==> src/rtl/popm_pkg.sv <==
package popm_pkg;
  localparam logic [6:0] POPM_OPC = 7'b1011110;

  typedef enum logic [2:0] {
    ST_IDLE,
    ST_ISSUE,
    ST_WAIT,
    ST_COMMIT,
    ST_FIN
  } popm_state_e;
endpackage

==> src/rtl/popm_decode.sv <==
module popm_decode
  import popm_pkg::*;
#(
  parameter int unsigned GPR_N = 8,
  localparam int unsigned CW = $clog2(GPR_N + 2)
) (
  input  logic [15:0]      instr_i,
  output logic             match_o,
  output logic             pc_o,
  output logic [GPR_N-1:0] gpr_mask_o,
  output logic [CW-1:0]    words_o
);
  assign match_o    = (instr_i[15:9] == POPM_OPC);
  assign pc_o       = instr_i[8];
  assign gpr_mask_o = instr_i[GPR_N-1:0];

  always_comb begin
    words_o = CW'(pc_o);
    for (int i = 0; i < int'(GPR_N); i++) begin
      words_o = words_o + CW'(gpr_mask_o[i]);
    end
  end
endmodule

==> src/rtl/popm_lsb.sv <==
module popm_lsb #(
  parameter int unsigned N = 8,
  localparam int unsigned IW = (N > 1) ? $clog2(N) : 1
) (
  input  logic [N-1:0]  vec_i,
  output logic          any_o,
  output logic [IW-1:0] idx_o,
  output logic          last_o
);
  assign any_o  = |vec_i;
  // exactly one bit left
  assign last_o = any_o && ((vec_i & (vec_i - N'(1))) == '0);

  always_comb begin
    idx_o = '0;
    for (int i = int'(N) - 1; i >= 0; i--) begin
      if (vec_i[i]) idx_o = IW'(i);
    end
  end
endmodule

==> src/rtl/popm_buf.sv <==
module popm_buf #(
  parameter int unsigned DEPTH = 9,
  parameter int unsigned DW    = 32,
  localparam int unsigned IW = $clog2(DEPTH)
) (
  input  logic          clk_i,
  input  logic          rst_ni,
  input  logic          we_i,
  input  logic [IW-1:0] widx_i,
  input  logic [DW-1:0] wdata_i,
  input  logic [IW-1:0] ridx_i,
  output logic [DW-1:0] rdata_o,
  output logic [DW-1:0] tail_o
);
  logic [DW-1:0] slot_q [DEPTH];

  for (genvar g = 0; g < int'(DEPTH); g++) begin : g_slot
    always_ff @(posedge clk_i or negedge rst_ni) begin
      if (!rst_ni) begin
        slot_q[g] <= '0;
      end else if (we_i && (widx_i == IW'(g))) begin
        slot_q[g] <= wdata_i;
      end
    end
  end

  assign rdata_o = (32'(ridx_i) < DEPTH) ? slot_q[ridx_i] : '0;
  assign tail_o  = slot_q[DEPTH-1];
endmodule

==> src/rtl/popm_seq.sv <==
module popm_seq
  import popm_pkg::*;
#(
  parameter int unsigned GPR_N = 8,
  parameter int unsigned DW    = 32,
  parameter int unsigned AW    = 32,
  localparam int unsigned RW   = $clog2(GPR_N)
) (
  input  logic          clk_i,
  input  logic          rst_ni,
  input  logic          start_i,
  input  logic [15:0]   instr_i,
  input  logic [AW-1:0] sp_i,
  input  logic          cond_pass_i,
  input  logic          it_mid_i,
  output logic          busy_o,
  output logic          done_o,
  output logic          mem_req_o,
  output logic [AW-1:0] mem_addr_o,
  input  logic          mem_valid_i,
  input  logic [DW-1:0] mem_rdata_i,
  input  logic          mem_fault_i,
  output logic          rf_we_o,
  output logic [RW-1:0] rf_waddr_o,
  output logic [DW-1:0] rf_wdata_o,
  output logic          sp_we_o,
  output logic [AW-1:0] sp_wdata_o,
  output logic          br_valid_o,
  output logic [DW-1:0] br_target_o,
  output logic          br_isa_o,
  output logic          unpred_o,
  output logic          align_fault_o,
  output logic          abort_o
);
  localparam int unsigned SLOTS = GPR_N + 1;
  localparam int unsigned IW    = $clog2(SLOTS);
  localparam int unsigned CW    = $clog2(GPR_N + 2);

  popm_state_e      state_q;
  logic [SLOTS-1:0] rd_mask_q;
  logic [GPR_N-1:0] cm_mask_q;
  logic [AW-1:0]    addr_q, sp_new_q;
  logic             pc_q, unpred_q, align_q, abort_q;

  logic             dec_match, dec_pc;
  logic [GPR_N-1:0] dec_gpr;
  logic [CW-1:0]    dec_words;
  logic             rd_any, rd_last, cm_any, cm_last;
  logic [IW-1:0]    rd_idx;
  logic [RW-1:0]    cm_idx;
  logic [DW-1:0]    cm_data, pc_word;
  logic             accept, bad_list, misal, buf_we, fin_commit;

  popm_decode #(.GPR_N(GPR_N)) u_dec (
    .instr_i    (instr_i),
    .match_o    (dec_match),
    .pc_o       (dec_pc),
    .gpr_mask_o (dec_gpr),
    .words_o    (dec_words)
  );

  popm_lsb #(.N(SLOTS)) u_rd_pick (
    .vec_i  (rd_mask_q),
    .any_o  (rd_any),
    .idx_o  (rd_idx),
    .last_o (rd_last)
  );

  popm_lsb #(.N(GPR_N)) u_cm_pick (
    .vec_i  (cm_mask_q),
    .any_o  (cm_any),
    .idx_o  (cm_idx),
    .last_o (cm_last)
  );

  popm_buf #(.DEPTH(SLOTS), .DW(DW)) u_buf (
    .clk_i   (clk_i),
    .rst_ni  (rst_ni),
    .we_i    (buf_we),
    .widx_i  (rd_idx),
    .wdata_i (mem_rdata_i),
    .ridx_i  (IW'(cm_idx)),
    .rdata_o (cm_data),
    .tail_o  (pc_word)
  );

  assign accept   = (state_q == ST_IDLE) && start_i;
  assign bad_list = (dec_words == '0) || (dec_pc && it_mid_i);
  assign misal    = (sp_i[1:0] != 2'b00);
  assign buf_we   = (state_q == ST_WAIT) && mem_valid_i && !mem_fault_i && rd_any;

  always_ff @(posedge clk_i or negedge rst_ni) begin
    if (!rst_ni) begin
      state_q   <= ST_IDLE;
      rd_mask_q <= '0;
      cm_mask_q <= '0;
      addr_q    <= '0;
      sp_new_q  <= '0;
      pc_q      <= 1'b0;
      unpred_q  <= 1'b0;
      align_q   <= 1'b0;
      abort_q   <= 1'b0;
    end else begin
      unique case (state_q)
        ST_IDLE: begin
          if (accept) begin
            unpred_q <= 1'b0;
            align_q  <= 1'b0;
            abort_q  <= 1'b0;
            if (!cond_pass_i || !dec_match) begin
              state_q <= ST_FIN;
            end else if (bad_list || misal) begin
              unpred_q <= bad_list;
              align_q  <= misal;
              state_q  <= ST_FIN;
            end else begin
              rd_mask_q <= {dec_pc, dec_gpr};
              cm_mask_q <= dec_gpr;
              addr_q    <= sp_i;
              sp_new_q  <= sp_i + (AW'(dec_words) << 2);
              pc_q      <= dec_pc;
              state_q   <= ST_ISSUE;
            end
          end
        end
        ST_ISSUE: state_q <= ST_WAIT;
        ST_WAIT: begin
          if (mem_valid_i) begin
            if (mem_fault_i) begin
              abort_q <= 1'b1;
              state_q <= ST_FIN;
            end else begin
              rd_mask_q <= rd_mask_q & (rd_mask_q - SLOTS'(1));
              addr_q    <= addr_q + AW'(4);
              state_q   <= rd_last ? ST_COMMIT : ST_ISSUE;
            end
          end
        end
        ST_COMMIT: begin
          cm_mask_q <= cm_mask_q & (cm_mask_q - GPR_N'(1));
          if (fin_commit) state_q <= ST_IDLE;
        end
        ST_FIN:  state_q <= ST_IDLE;
        default: state_q <= ST_IDLE;
      endcase
    end
  end

  assign fin_commit    = !cm_any || cm_last;
  assign busy_o        = (state_q != ST_IDLE);
  assign mem_req_o     = (state_q == ST_ISSUE);
  assign mem_addr_o    = addr_q;
  assign rf_we_o       = (state_q == ST_COMMIT) && cm_any;
  assign rf_waddr_o    = cm_idx;
  assign rf_wdata_o    = cm_data;
  assign sp_we_o       = (state_q == ST_COMMIT) && fin_commit;
  assign sp_wdata_o    = sp_new_q;
  assign br_valid_o    = sp_we_o && pc_q;
  assign br_target_o   = {pc_word[DW-1:1], 1'b0};
  assign br_isa_o      = pc_word[0];
  assign done_o        = (state_q == ST_FIN) || sp_we_o;
  assign unpred_o      = (state_q == ST_FIN) && unpred_q;
  assign align_fault_o = (state_q == ST_FIN) && align_q;
  assign abort_o       = (state_q == ST_FIN) && abort_q;
endmodule

==> config.mk <==
export PLATFORM = sky130hd
export DESIGN_NAME = popm_seq
export DESIGN_NICKNAME = d
export VERILOG_FILES = /design/src/rtl/popm_pkg.sv /design/src/rtl/popm_decode.sv /design/src/rtl/popm_lsb.sv /design/src/rtl/popm_buf.sv /design/src/rtl/popm_seq.sv
export SDC_FILE = /design/constraint.sdc
export NUM_CORES = 1
export LEC_CHECK = 0
export BUFFER_PORTS_ARGS = -buffer_cell sky130_fd_sc_hd__buf_2
export CELL_PAD_IN_SITES_DETAIL_PLACEMENT = 1
export CELL_PAD_IN_SITES_GLOBAL_PLACEMENT = 1
export CORE_MARGIN = 8
export CORE_UTILIZATION = 51
export DETAILED_ROUTE_END_ITERATION = 10
export GPL_TIMING_DRIVEN = 0
export PLACE_DENSITY = 0.93
export SLEW_MARGIN = 0
export SYNTH_ARGS = -nofsm -noshare
export SYNTH_HDL_FRONTEND = slang
export SYNTH_SLANG_ARGS = --single-unit
==> constraint.sdc <==
create_clock -name clk_i -period 6.8 [get_ports clk_i]
set_clock_uncertainty 0.15 [all_clocks]
set_input_delay 1.36 -clock clk_i [delete_from_list [all_inputs] [get_ports clk_i]]
set_output_delay 1.36 -clock clk_i [all_outputs]
set_load 0.05 [all_outputs]
; After elaboration in Yosys (flattened, before gate mapping)
; Index checks and enable logic that the tools add are counted.
[word_totals]
ff_bits = 376
inputBits = 87
output_inout_bits = 141
elab_cells = 158
[op_classes]
n_addsub = 12
n_lt_le_gt_ge = 2
n_eq_ne = 20
n_mux = 53
bitwise_logic = 5
n_reduce_logical = 48
[op_table]
columns = cell, n
row1 = 2-to-1 mux 32 bit, 8
row2 = binary-select mux 32 bit (select 4 bit), 1
row3 = case mux 32 bit (2 select lines), 1
row4 = 2-to-1 mux 9 bit, 5
row5 = 2-to-1 mux 3 bit, 14
row6 = 2-to-1 mux 4 bit, 9
row7 = adder 32 x 3 -> 32 bit (second input constant), 1
row8 = adder 32 x 6 -> 32 bit, 1
row9 = adder 4 x 1 -> 4 bit, 7
row10 = 2-to-1 mux 8 bit, 3
row11 = logical AND 1 bit, 22
row12 = case mux 9 bit (2 select lines), 1
row13 = == test 4 x 3 -> 1 bit (second input constant), 4
row14 = case mux 8 bit (2 select lines), 1
row15 = != test 2 bit (second input constant), 7
row16 = case mux 3 bit (4 select lines), 1
row17 = AND reduction 4 bit, 3
row18 = bitwise AND 9 bit, 1
row19 = logical NOT 9 bit, 1
row20 = OR reduction 9 bit, 1
row21 = subtractor 9 x 1 -> 9 bit (second input constant), 1
row22 = bitwise AND 8 bit, 1
row23 = == test 4 x 2 -> 1 bit (second input constant), 2
row24 = logical NOT 4 bit, 2
row25 = 25 further kinds, 42

; Depth between registers and ports, before layout
; Gate-level depths: netlist (run 1).
[depth]
depth_word = 15
depth_mapped = 16
mapped_depth_nobuf = 15

; By module
; Synthesis (run 1) repeated with hierarchy kept, for this count alone.
[hier_totals]
cells_unflattened = 1596
hier_area_um2 = 19197.2
[by_module_without_submodules]
columns = mod, instances, cells_each, area_per_inst_um2, seq_area_each_um2
row1 = popm_buf, 1, 930, 13515.5, 7206.9
row2 = popm_seq, 1, 581, 5062.4, 2202.1
row3 = popm_decode, 1, 37, 291.5, 0.0
row4 = popm_lsb at u_rd_pick, 1, 24, 165.2, 0.0
row5 = popm_lsb at u_cm_pick, 1, 24, 162.7, 0.0

; Worst setup path before layout (run 1)
; Ideal clock, no wire load.
[synth_path]
path_kind = input-to-reg
from = input port instr_i[0]
to = register addr_q[16], in the netlist mem_addr_o[16]
setup_ns = 0.138
t_arrival_ns = 5.428
required_time_ns = 6.512
path_slack_ns = 1.084
cell_stages = 14
n_path_buf = 1
cell_sequence = ha_1 > inv_1 > fa_1 > fa_1 > fa_1 > inv_1 > ha_1 > fa_1 > or2_2 > a2111oi_2 > nor4_2 > nor2_1 > clkbuf_1 > o22ai_1
[synth_via]
elab_chain_cells = 13
[synth_rtl]
columns = element, line
row1 = "start, declared", popm_seq.sv:12  ; input logic [15:0] instr_i,
row2 = adder 1 x 1 -> 2 bit, popm_decode.sv:20  ; words_o = words_o + CW'(gpr_mask_o[i]);
row3 = adder 4 x 1 -> 4 bit (7 in a row), popm_decode.sv:20
row4 = logical NOT 4 bit, popm_seq.sv:88  ; assign bad_list = (dec_words == '0) || (dec_pc && it_mid_i);
row5 = logical OR 1 bit, popm_seq.sv:88
row6 = logical OR 1 bit, popm_seq.sv:112  ; end else if (bad_list || misal) begin
row7 = != test 2 bit (no line), --
row8 = AND reduction 6 bit (no line), --
row9 = "end signal, assigned", popm_seq.sv:119  ; addr_q <= sp_i;
row10 = "end signal, assigned", popm_seq.sv:134  ; addr_q <= addr_q + AW'(4);
row11 = "end, declared", popm_seq.sv:42  ; logic [AW-1:0] addr_q, sp_new_q;
; No other way between the ends.
; A chain may end at the register's enable or synchronous reset.

; Worst setup path after layout (run 1)
[layout_path]
from = input port instr_i[0]
to = register addr_q[23], in the netlist mem_addr_o[23]
; Same word-level chain as after synthesis.

==> out/qor.yml, run 1 <==
min-delay-start: "sp_wdata_o[6]"
drive_gt1_share_pct: 37.1
crit_chain: "buf_2 > ha_1 > inv_1 > fa_1 > fa_1 > fa_1 > inv_1 > ha_1 > fa_1 > or2_2 > a2111oi_2 > nor4_2 > nor2_1 > clkbuf_1 > o22ai_1"
io_pins: 228
relSlewSlack_pct: 17.1
fin_ws_ns: 0.375
drtIter0Drc: 1534
syn_area_per_cell_um2: 11.2
seq_area_frac_synth_pct: 49.0
path_common_cell: "fa_1"
cts_root_buf: "clkbuf_16"
synth_edf_count: 0
cp_slowest_stage_delay_ns: 0.71
critical_path.max_fanout: 10
r2r-end: "u_buf.slot_q[244]"
path_class: "primary input to flip-flop"
hpwlAfterDp_um: 46500
grt_usage_pct: 32.4
timing.fmax_mhz: 156
grt_pass1_wl_um: 110000
r2r-start: "state_q[2]"
ys.warnings.count: 0
core_area_mm2: 0.0374
io_buffers: 225
cp.required_ns: 7.08
period_needed_ns: 6.43
route.detailed.drc: 0
status: "complete, no violations"
arrival_ns: 6.70
syn_inst: 1709
clk_pin_slew_worst_paths_ns: 0.06
synthDistinctLibCells: 67
synth-seq-cells: 376
cap_violations: 0
tightest_slew_ns: 1.24
cts_buffers: 42
grt_setup_unrepaired: "no"
highest_layer: "met4"
final_area_mm2: 0.0225
met1_length_um: 27000
placedCellCount: 2448
wl_per_cell_um: 28.6
overflow: 0
place_congestion: 0.937
cpLargestDelayFamily: "adder cells"
via_per_inst: 6.37
wl_met2_um: 35200
row_count: 71
startpoint_type: "primary input"
first_pass_iters: 5
clk_path_buf_depth: 3
ys.flop_type: "dfrtp_1"
slowest_stage: "a2111oi_2"
power_density_mw_per_mm2: 241
final_cell_count_no_fill: 2531
dieWidth_um: 210
die_area_mm2: 0.0442
ys_async_sr_fraction_pct: 100
wl_met3_um: 5890
cts_tree: "done"
syn-num-nets: 1813
post_dp_cell_area_mm2: 0.0211
start_util_pct: 51.4
totalWireLength_um: 72300
dp_slack_ns: -0.0600
final_antenna_net_count: 0
finalCritPeriodShare_pct: 94.5
end_kind: "flip-flop"
antenna_found_initial: 6
r2r_cells: 7
ctsResizeCount: 0
cts_max_level: 2
rrSetupSlack_ns: 3.08
clk_latency_ns: 0.58
finalHoldViolations: 0
first_global_vias: 17800
fill_cells: 3989
grt_max_degree: 112
final_nets: 2085
cts_num_sinks: 376
setup_viol: 0
hp-class: "flip-flop to flip-flop"
area_delta_synth_final_pct: 17.1
critical_path_buf_inv_count: 4
hold_end: "sp_wdata_o[6]"
power.leakage_uw: 0.0117
die_h_um: 210
ir_drop_v: 0.000191
min_path_cells: 2
hold_buffers: 0
slew_viol_final: 0
netlist_area_mm2: 0.0192
via_count: 16100
post_cts_buffers: 0
==> sequential cells by signal, summed over array words and instances (netlist names) <==
signal        flops
mem_addr_o       32
sp_wdata_o       32
rd_mask_q         9
cm_mask_q         8
unpred_q          1
align_q           1
u_buf.tail_o     32
u_buf.slot_q    256
pc_q              1
state_q           3
abort_q           1
==> worst register-to-register path, delay by kind of cell, from the launching register on <==
kind | cells | cell delay [ns]
AND/OR/NAND/NOR | 3 | 1.70
buffers and inverters | 3 | 1.01
multiplexers | 1 | 0.40
flip-flops | 1 | 0.35
==> per-layer routing <==
layer,track usage (%),vias up
met1,38.5,8308
met2,53.7,922
met5,0,-
met4,18.5,0
li1,-,6615
met3,7.77,288
==> cell type report <==
class	count	area [um2]	area share, %
flip-flops and latches	376	9410	41.8
multi-input cells	1161	8970	39.8
repair buffers	228	1220	5.41
clock buffers	61	1200	5.34
plain buffers	139	718	3.19
well taps	511	639	2.84
clock inverters	16	215	0.956
inverters	33	124	0.550
diodes	6	15.0	0.0667
==> placed cells by master (no fill, tap or decap), types with 6 or more instances in the layout <==
cell type  synthesis  final
xor2_1            20     20
and2_1             8      8
clkbuf_8           0      8
nor2_1           240    240
or3_1             10     10
a221oi_1          32     32
nand4_1           14     14
buf_4             32     32
ha_1              11     11
diode_2            0      6
o31a_1            10     10
dfrtp_1          376    376
a22oi_1            8      8
o22ai_1           26     26
clkbuf_1          74     85
o211ai_1           8      8
nand3_1           39     39
buf_6              7      7
buf_1              7      7
a31oi_1            6      6
nand2_1           67     67
buf_2             19    243
inv_1             32     32
nor3_1            22     22
o21ai_0           53     53
nor2b_1           40     40
or2_2              6      6
a22o_1             6      6
a21oi_1           31     31
clkbuf_16          0     42
mux2_4            60     60
nor4_1            40     40
fa_1               6      6
mux2_2           321    321
==> through the flow <==
stage                     setup TNS (ns)  hold WS, ns  utilization [%]  total power [uW]
after floorplan                        0        0.287                -              2760
after global placement          -1174.02        0.301             56.1              2980
after detailed placement          -0.537        0.317             56.4              3020
after CTS                              0        0.342             60.1              5420
after global routing                   0        0.365             60.2              5550
final                                  0        0.344             60.2              5410
==> cells in the mapped netlist (26+ instances only) <==
master	n	area, um2
dfrtp_1	376	9410
mux2_2	321	3610
nor2_1	240	901
clkbuf_1	74	278
nand2_1	67	251
mux2_4	60	901
o21ai_0	53	265
nor2b_1	40	250
nor4_1	40	250
nand3_1	39	195
a221oi_1	32	280
buf_4	32	240
inv_1	32	120
a21oi_1	31	155
o22ai_1	26	163
==> where the power goes <==
| part | total (uW) | leakage (uW) | internal (uW) | switching, uW |
|---|---|---|---|---|
| sequential | 2350 | 0.00518 | 2290 | 55.3 |
| clock | 2400 | 0.000690 | 1390 | 1010 |
| combinational | 663 | 0.00585 | 194 | 469 |
| total | 5410 | 0.0117 | 3880 | 1540 |
==> worst max-delay path by stage <==
| stage | start | endpoint | slack [ns] | cells after the start |
|---|---|---|---|---|
| 2_1_floorplan | instr_i[0] | mem_addr_o[16] | 1.08 | 14 |
| 3_3_place_gp | rst_ni | u_buf.slot_q[122] | -3.16 | 1 |
| 3_5_place_dp | instr_i[0] | mem_addr_o[23] | -0.06 | 15 |
| 4_1_cts | instr_i[0] | mem_addr_o[23] | 0.53 | 15 |
| 5_1_grt | instr_i[8] | mem_addr_o[19] | 0.17 | 15 |
| 6_report | instr_i[0] | mem_addr_o[23] | 0.37 | 15 |
==> logic make-up (layout without fill, tap and decap cells) <==
group           count (synthesis)  after routing  synth area share, %
simple gates                  517            517                 12.8
mux                           384            384                 23.7
flops                         376            376                 49.0
compound gates                214            214                 7.55
buf+inv                       172            477                 4.38
xor+xnor                       25             25                 1.14
fa+ha+maj                      20             20                 1.50
other cells                     1              7               0.0195
(Power assumes the default switching activity.)
==> run 2, diff against run 1 <==
--- a/config.mk
+++ b/config.mk
@@ -6,10 +6,8 @@
 export NUM_CORES = 1
 export LEC_CHECK = 0
 export BUFFER_PORTS_ARGS = -buffer_cell sky130_fd_sc_hd__buf_2
-export CELL_PAD_IN_SITES_DETAIL_PLACEMENT = 1
-export CELL_PAD_IN_SITES_GLOBAL_PLACEMENT = 1
 export CORE_MARGIN = 8
-export CORE_UTILIZATION = 51
+export CORE_UTILIZATION = 64
 export DETAILED_ROUTE_END_ITERATION = 10
 export GPL_TIMING_DRIVEN = 0
 export PLACE_DENSITY = 0.93
==> out/qor.yml, run 2 (synthesized netlist as in run 1, its figures left out) <==
grt_setup_unrepaired: "no"
path_common_cell: "fa_1"
totalWireLength_um: 59300  # -18%
first_pass_iters: 5  # unchanged
r2r-end: "u_buf.slot_q[232]"
overflow: 0  # unchanged
critical_path.max_fanout: 10  # unchanged
cts_root_buf: "clkbuf_16"
hp-class: "flip-flop to flip-flop"
clk_path_buf_depth: 3  # unchanged
power.share.clock_pct: 43.1  # -1.3 points
clk_pin_slew_worst_paths_ns: 0.06  # about the same
path_class: "primary input to flip-flop"
timing.fmax_mhz: 158  # +1.4%
layout_commonest_cell: "dfrtp_1"
r2r-start: "state_q[2]"
post_cts_buffers: 0  # unchanged
switching_share_pct: 27.0  # -1.4 points
hpwlAfterDp_um: 39600  # -15%
via_count: 15700  # -2.6%
io_buffers: 225  # unchanged
fin_setup_tns_ns: 0  # unchanged
die_h_um: 189  # -9.9%
die_area_mm2: 0.0358  # -19%
min-delay-start: "sp_wdata_o[3]"
clk_latency_ns: 0.54  # -0.04 ns
ir_drop_v: 0.000206  # +7.6%
r2r_cells: 7  # unchanged
largest_reg_flops: 256  # unchanged
final_antenna_net_count: 0  # unchanged
startpoint_type: "primary input"
fin_ws_ns: 0.463  # +0.0884 ns
regMostFlops: "u_buf.slot_q"
hold_buffers: 0  # unchanged
pwr-share-seq_pct: 44.7  # +1.3 points
arrival_ns: 6.57  # -0.13 ns
area_delta_synth_final_pct: 15.9
core_area_mm2: 0.0296  # -21%
cts_tree: "done"
rrSetupSlack_ns: 3.25  # +0.17 ns
wl_per_cell_um: 24.7  # -13%
dieWidth_um: 189  # -9.9%
p_int_uw: 3830  # -1.4%
end_kind: "flip-flop"
grt_max_degree: 121  # +8.0%
grt_pass1_wl_um: 92600  # -16%
final_cell_mix: "dfrtp_1, mux2_2, buf_2"
p_switching_uw: 1420  # -7.8%
drive_gt1_share_pct: 37.0  # -0.15 points
row_count: 63  # -11%
power_density_mw_per_mm2: 235  # -2.2%
dp_slack_ns: 0.0924  # +0.152 ns
cap_violations: 0  # unchanged
cts_buffers: 40  # -4.8%
comb_power_share_pct: 12.2  # about the same
via_per_inst: 6.55  # +2.8%
cp.required_ns: 7.03  # -0.05 ns
ctsResizeCount: 0  # unchanged
io_pins: 228  # unchanged
slew_viol_final: 0  # unchanged
period_needed_ns: 6.34  # -0.0884 ns
power.leakage_uw: 0.0117  # -0.30%
route.detailed.drc: 0  # unchanged
place_congestion: 0.931  # -0.60%
cts_num_sinks: 376  # unchanged
tightest_slew_ns: 1.17  # -0.0660 ns
setup_viol: 0  # unchanged
cts_max_level: 2  # unchanged
relSlewSlack_pct: 21.6  # +4.4 points
cp_slowest_stage_delay_ns: 0.68  # -0.03 ns
final_nets: 2083  # -0.096%
crit_path_end: "mem_addr_o[10]"
startpoint: "instr_i[8]"
antenna_found_initial: 3  # -3
start_util_pct: 64.8  # +13 points
finalCritPeriodShare_pct: 93.2  # -1.3 points
slowest_stage: "a2111oi_2"
first_global_vias: 16600  # -6.7%
status: "complete, no violations"
drtIter0Drc: 1772  # +16%
crit_chain: "buf_2 > ha_1 > inv_1 > fa_1 > fa_1 > fa_1 > inv_1 > ha_1 > fa_1 > or2_2 > a2111oi_2 > nor4_2 > nor2_1 > clkbuf_1 > o22ai_1"
finalHoldViolations: 0  # unchanged
grt_usage_pct: 32.5  # +0.11 points
run 2: how the worst min path moves through the flow:
stage	end	slack (ns)	cells past startpoint
global placement	sp_wdata_o[2]	0.30	2
finish	sp_wdata_o[3]	0.32	2
CTS	sp_wdata_o[3]	0.32	2
detailed placement	sp_wdata_o[3]	0.31	2
global route	sp_wdata_o[3]	0.35	2
floorplan	pc_q	0.29	2
run 2: worst max-delay path, delay by kind of cell:
kind | cells | cell delay [ns]
simple gates | 3 | 1.16
buf+inv | 4 | 0.74
fa+ha+maj | 6 | 2.41
compound gates | 2 | 0.88
run 2: layout make-up:
class	count	area, um2
fill	1883	7370
buffer	139	718
antenna	4	10.0
multi-input combinational	1161	8970
clock inverter	8	125
tap	390	488
sequential	376	9410
timing repair buffer	228	1220
clock buffer	61	1210
inverter	33	124
run 2: through the flow:
stage,utilization [%],cells,cell area [um2],hold WS [ns],power (uW)
global placement,70.3,2324,20800,0.299,2970
global route,75.1,2398,22300,0.348,5380
floorplan,-,1709,19200,0.287,2760
detailed placement,70.6,2327,20900,0.310,3000
finish,75.1,2400,22300,0.323,5240
CTS,75.1,2396,22300,0.323,5230
run 2: power by group through the flow:
stage,Combinational (uW),Sequential [uW],Clock [uW]
floorplan,318,2440,0
global placement,598,2370,0
detailed placement,622,2380,0
CTS,632,2340,2260
global route,684,2350,2350
finish,640,2340,2260
run 2: routing by layer:
metal / routed length, um / GRT usage (%) / up-vias
li1: - / - / 6601
met1: 22400 / 40.8 / 7794
met2: 28100 / 52.3 / 1066
met3: 5780 / 7.93 / 260
met4: 2960 / 16.0 / 0
met5: 0 / 0 / -
==> run 3, diff against run 2 <==
--- a/config.mk
+++ b/config.mk
@@ -5,9 +5,13 @@
 export SDC_FILE = /design/constraint.sdc
 export NUM_CORES = 1
 export LEC_CHECK = 0
+export ABC_AREA = 1
 export BUFFER_PORTS_ARGS = -buffer_cell sky130_fd_sc_hd__buf_2
+export CAP_MARGIN = 20
+export CELL_PAD_IN_SITES_DETAIL_PLACEMENT = 1
+export CELL_PAD_IN_SITES_GLOBAL_PLACEMENT = 1
 export CORE_MARGIN = 8
-export CORE_UTILIZATION = 64
+export CORE_UTILIZATION = 46
 export DETAILED_ROUTE_END_ITERATION = 10
 export GPL_TIMING_DRIVEN = 0
 export PLACE_DENSITY = 0.93
==> out/qor.yml, run 3 <==
status: "complete, no violations"
cts_root_buf: "clkbuf_16"
clk_pin_slew_worst_paths_ns: 0.06  # about the same
synth-seq-cells: 376  # unchanged
post_dp_cell_area_mm2: 0.0225  # +7.4%
row_count: 77  # +22%
syn_inst: 2910  # +70%
post_cts_buffers: 0  # unchanged
r2r-start: "state_q[2]"
ir_drop_v: 0.000450  # +120%
fin_setup_tns_ns: 0  # unchanged
hp-class: "flip-flop to flip-flop"
first_pass_iters: 6  # +1
dp_slack_ns: 0.678  # +0.586 ns
final_area_mm2: 0.0239  # +7.3%
area_delta_synth_final_pct: 16.5
power.leakage_uw: 0.0124  # +6.5%
synthDistinctLibCells: 36  # -46%
power_density_mw_per_mm2: 414  # +76%
core_area_mm2: 0.0441  # +49%
grt_max_degree: 118  # -2.5%
first_global_vias: 23400  # +41%
cts_tree: "done"
die_area_mm2: 0.0516  # +44%
clk_path_buf_depth: 3  # unchanged
power.share.clock_pct: 24.5  # -19 points
startpoint: "instr_i[8]"
min_path_cells: 2  # unchanged
seq_area_frac_synth_pct: 45.9  # -3.1 points
grt_pass1_wl_um: 131000  # +41%
grt_usage_pct: 32.5  # -0.048 points
cap_violations: 0  # unchanged
drive_gt1_share_pct: 12.4  # -25 points
io_pins: 228  # unchanged
cp.required_ns: 7.11  # +0.08 ns
finalCritPeriodShare_pct: 82.4  # -11 points
final_cell_count_no_fill: 3804  # +59%
netlist_area_mm2: 0.0205  # +6.7%
cts_buffers: 43  # +7.5%
finalHoldViolations: 0  # unchanged
final_antenna_net_count: 0  # unchanged
syn_area_per_cell_um2: 7.05  # -37%
dieWidth_um: 227  # +20%
slew_viol_final: 0  # unchanged
die_h_um: 227  # +20%
hold_buffers: 0  # unchanged
antenna_found_initial: 6  # +3
ys.warnings.count: 0  # unchanged
timing.fmax_mhz: 178  # +13%
regMostFlops: "u_buf.slot_q"
min-delay-start: "mem_addr_o[1]"
overflow: 0  # unchanged
yosysMostFrequentCell: "nand2_1"
yosysTopAreaCellShare_pct: 45.9  # -3.1 points
relSlewSlack_pct: 40.7  # +19 points
syn-num-nets: 3014  # +66%
layout_commonest_cell: "nand2_1"
p_int_uw: 4950  # +29%
path_class: "primary input to flip-flop"
ys_async_sr_fraction_pct: 100  # unchanged
start_util_pct: 46.5  # -18 points
crit_path_end: "sp_wdata_o[27]"
p_switching_uw: 4950  # +250%
place_congestion: 0.936  # +0.46%
comb_power_share_pct: 49.5  # +37 points
r2r_cells: 7  # unchanged
fin_ws_ns: 1.19  # +0.731 ns
tightest_slew_ns: 0.887  # -0.285 ns
final_cell_mix: "nand2_1, inv_1, dfrtp_1"
pwr-share-seq_pct: 26.0  # -19 points
rrSetupSlack_ns: 3.90  # +0.65 ns
arrival_ns: 5.92  # -0.65 ns
placedCellCount: 3731  # +60%
period_needed_ns: 5.61  # -0.731 ns
setup_viol: 0  # unchanged
ctsResizeCount: 0  # unchanged
drtIter0Drc: 1720  # -2.9%
synth.cells.most_frequent: "nand2_1, inv_1, dfrtp_1"
synth_area_leaders: "dfrtp_1, nand2_1, nand3_1"
hpwlAfterDp_um: 59600  # +50%
io_buffers: 226  # +0.44%
cts_num_sinks: 376  # unchanged
yosysTopAreaCell: "dfrtp_1"
clk_latency_ns: 0.58  # +0.04 ns
end_kind: "flip-flop"
final_nets: 3288  # +58%
cts_max_level: 2  # unchanged
wl_per_cell_um: 21.9  # -12%
route.detailed.drc: 0  # unchanged
grt_setup_unrepaired: "no"
via_per_inst: 5.60  # -15%
ys.flop_type: "dfrtp_1"
synth_edf_count: 0  # unchanged
startpoint_type: "primary input"
critical_path.max_fanout: 10  # unchanged
via_count: 21300  # +35%
totalWireLength_um: 83200  # +40%
r2r-end: "u_buf.slot_q[217]"
switching_share_pct: 50.0  # +23 points
largest_reg_flops: 256  # unchanged
[run 3: final cells by class]
class                      count  area [um2]
inverter                     443        1660
antenna                        1        2.50
tap                          592         741
clock buffer                  63        1260
fill                        5815       20200
sequential                   376        9410
multi-input combinational   1922        8610
buffer                       169         835
clock inverter                 9         160
timing repair buffer         229        1220
[run 3: how the worst min path moves through the flow]
| stage | end |
|---|---|
| after floorplan | u_buf.slot_q[101] |
| after global placement | mem_addr_o[1] |
| after detailed placement | mem_addr_o[1] |
| after CTS | mem_addr_o[1] |
| after global routing | sp_wdata_o[26] |
| final | mem_addr_o[1] |
[run 3: kinds of logic after synthesis]
| group | count (synthesis) | synth area share, % |
|---|---|---|
| xor+xnor | 22 | 0.939 |
| buf+inv | 612 | 12.2 |
| simple gates | 1518 | 30.8 |
| compound gates | 364 | 8.99 |
| fa+ha+maj | 17 | 1.26 |
| flops | 376 | 45.9 |
| other cells | 1 | 0.0183 |
[run 3: worst max-delay path, stage by stage]
cell,delay (ns)
buf_2,0.14
ha_1,0.29
inv_1,0.05
fa_1,0.51
fa_1,0.44
fa_1,0.50
inv_1,0.05
ha_1,0.20
fa_1,0.55
or2_2,0.31
nor2_1,0.15
nand2_1,0.07
nand3_1,0.18
nor2_1,0.08
nand2_1,0.32
inv_2,0.19
buf_2,0.26
nand2_1,0.17
nand2_1,0.07
[run 3: stage by stage]
stage	hold slack (ns)	power [uW]	utilization [%]
after floorplan	0.303	5810	-
after global placement	0.304	7210	50.7
after detailed placement	0.306	7370	50.9
after CTS	0.325	9850	54.2
after global routing	0.342	10300	54.2
final	0.323	9900	54.2
[run 3: power groups by stage]
stage	sequential (uW)	clock (uW)	combinational, uW
after CTS	2570	2430	4850
after floorplan	2740	0	3070
final	2580	2420	4900
after global routing	2600	2510	5230
after global placement	2600	0	4620
after detailed placement	2610	0	4770
[run 3: routing by layer]
metal | wire [um] | global-route usage, % | up-vias | part of all wire, %
li1 | - | - | 9536 | -
met1 | 32700 | 39.2 | 10600 | 39
met2 | 40100 | 55.1 | 884 | 48
met3 | 6220 | 6.66 | 286 | 7.5
met4 | 4140 | 15.9 | 10 | 5.0
met5 | 57 | 0 | - | 0.069
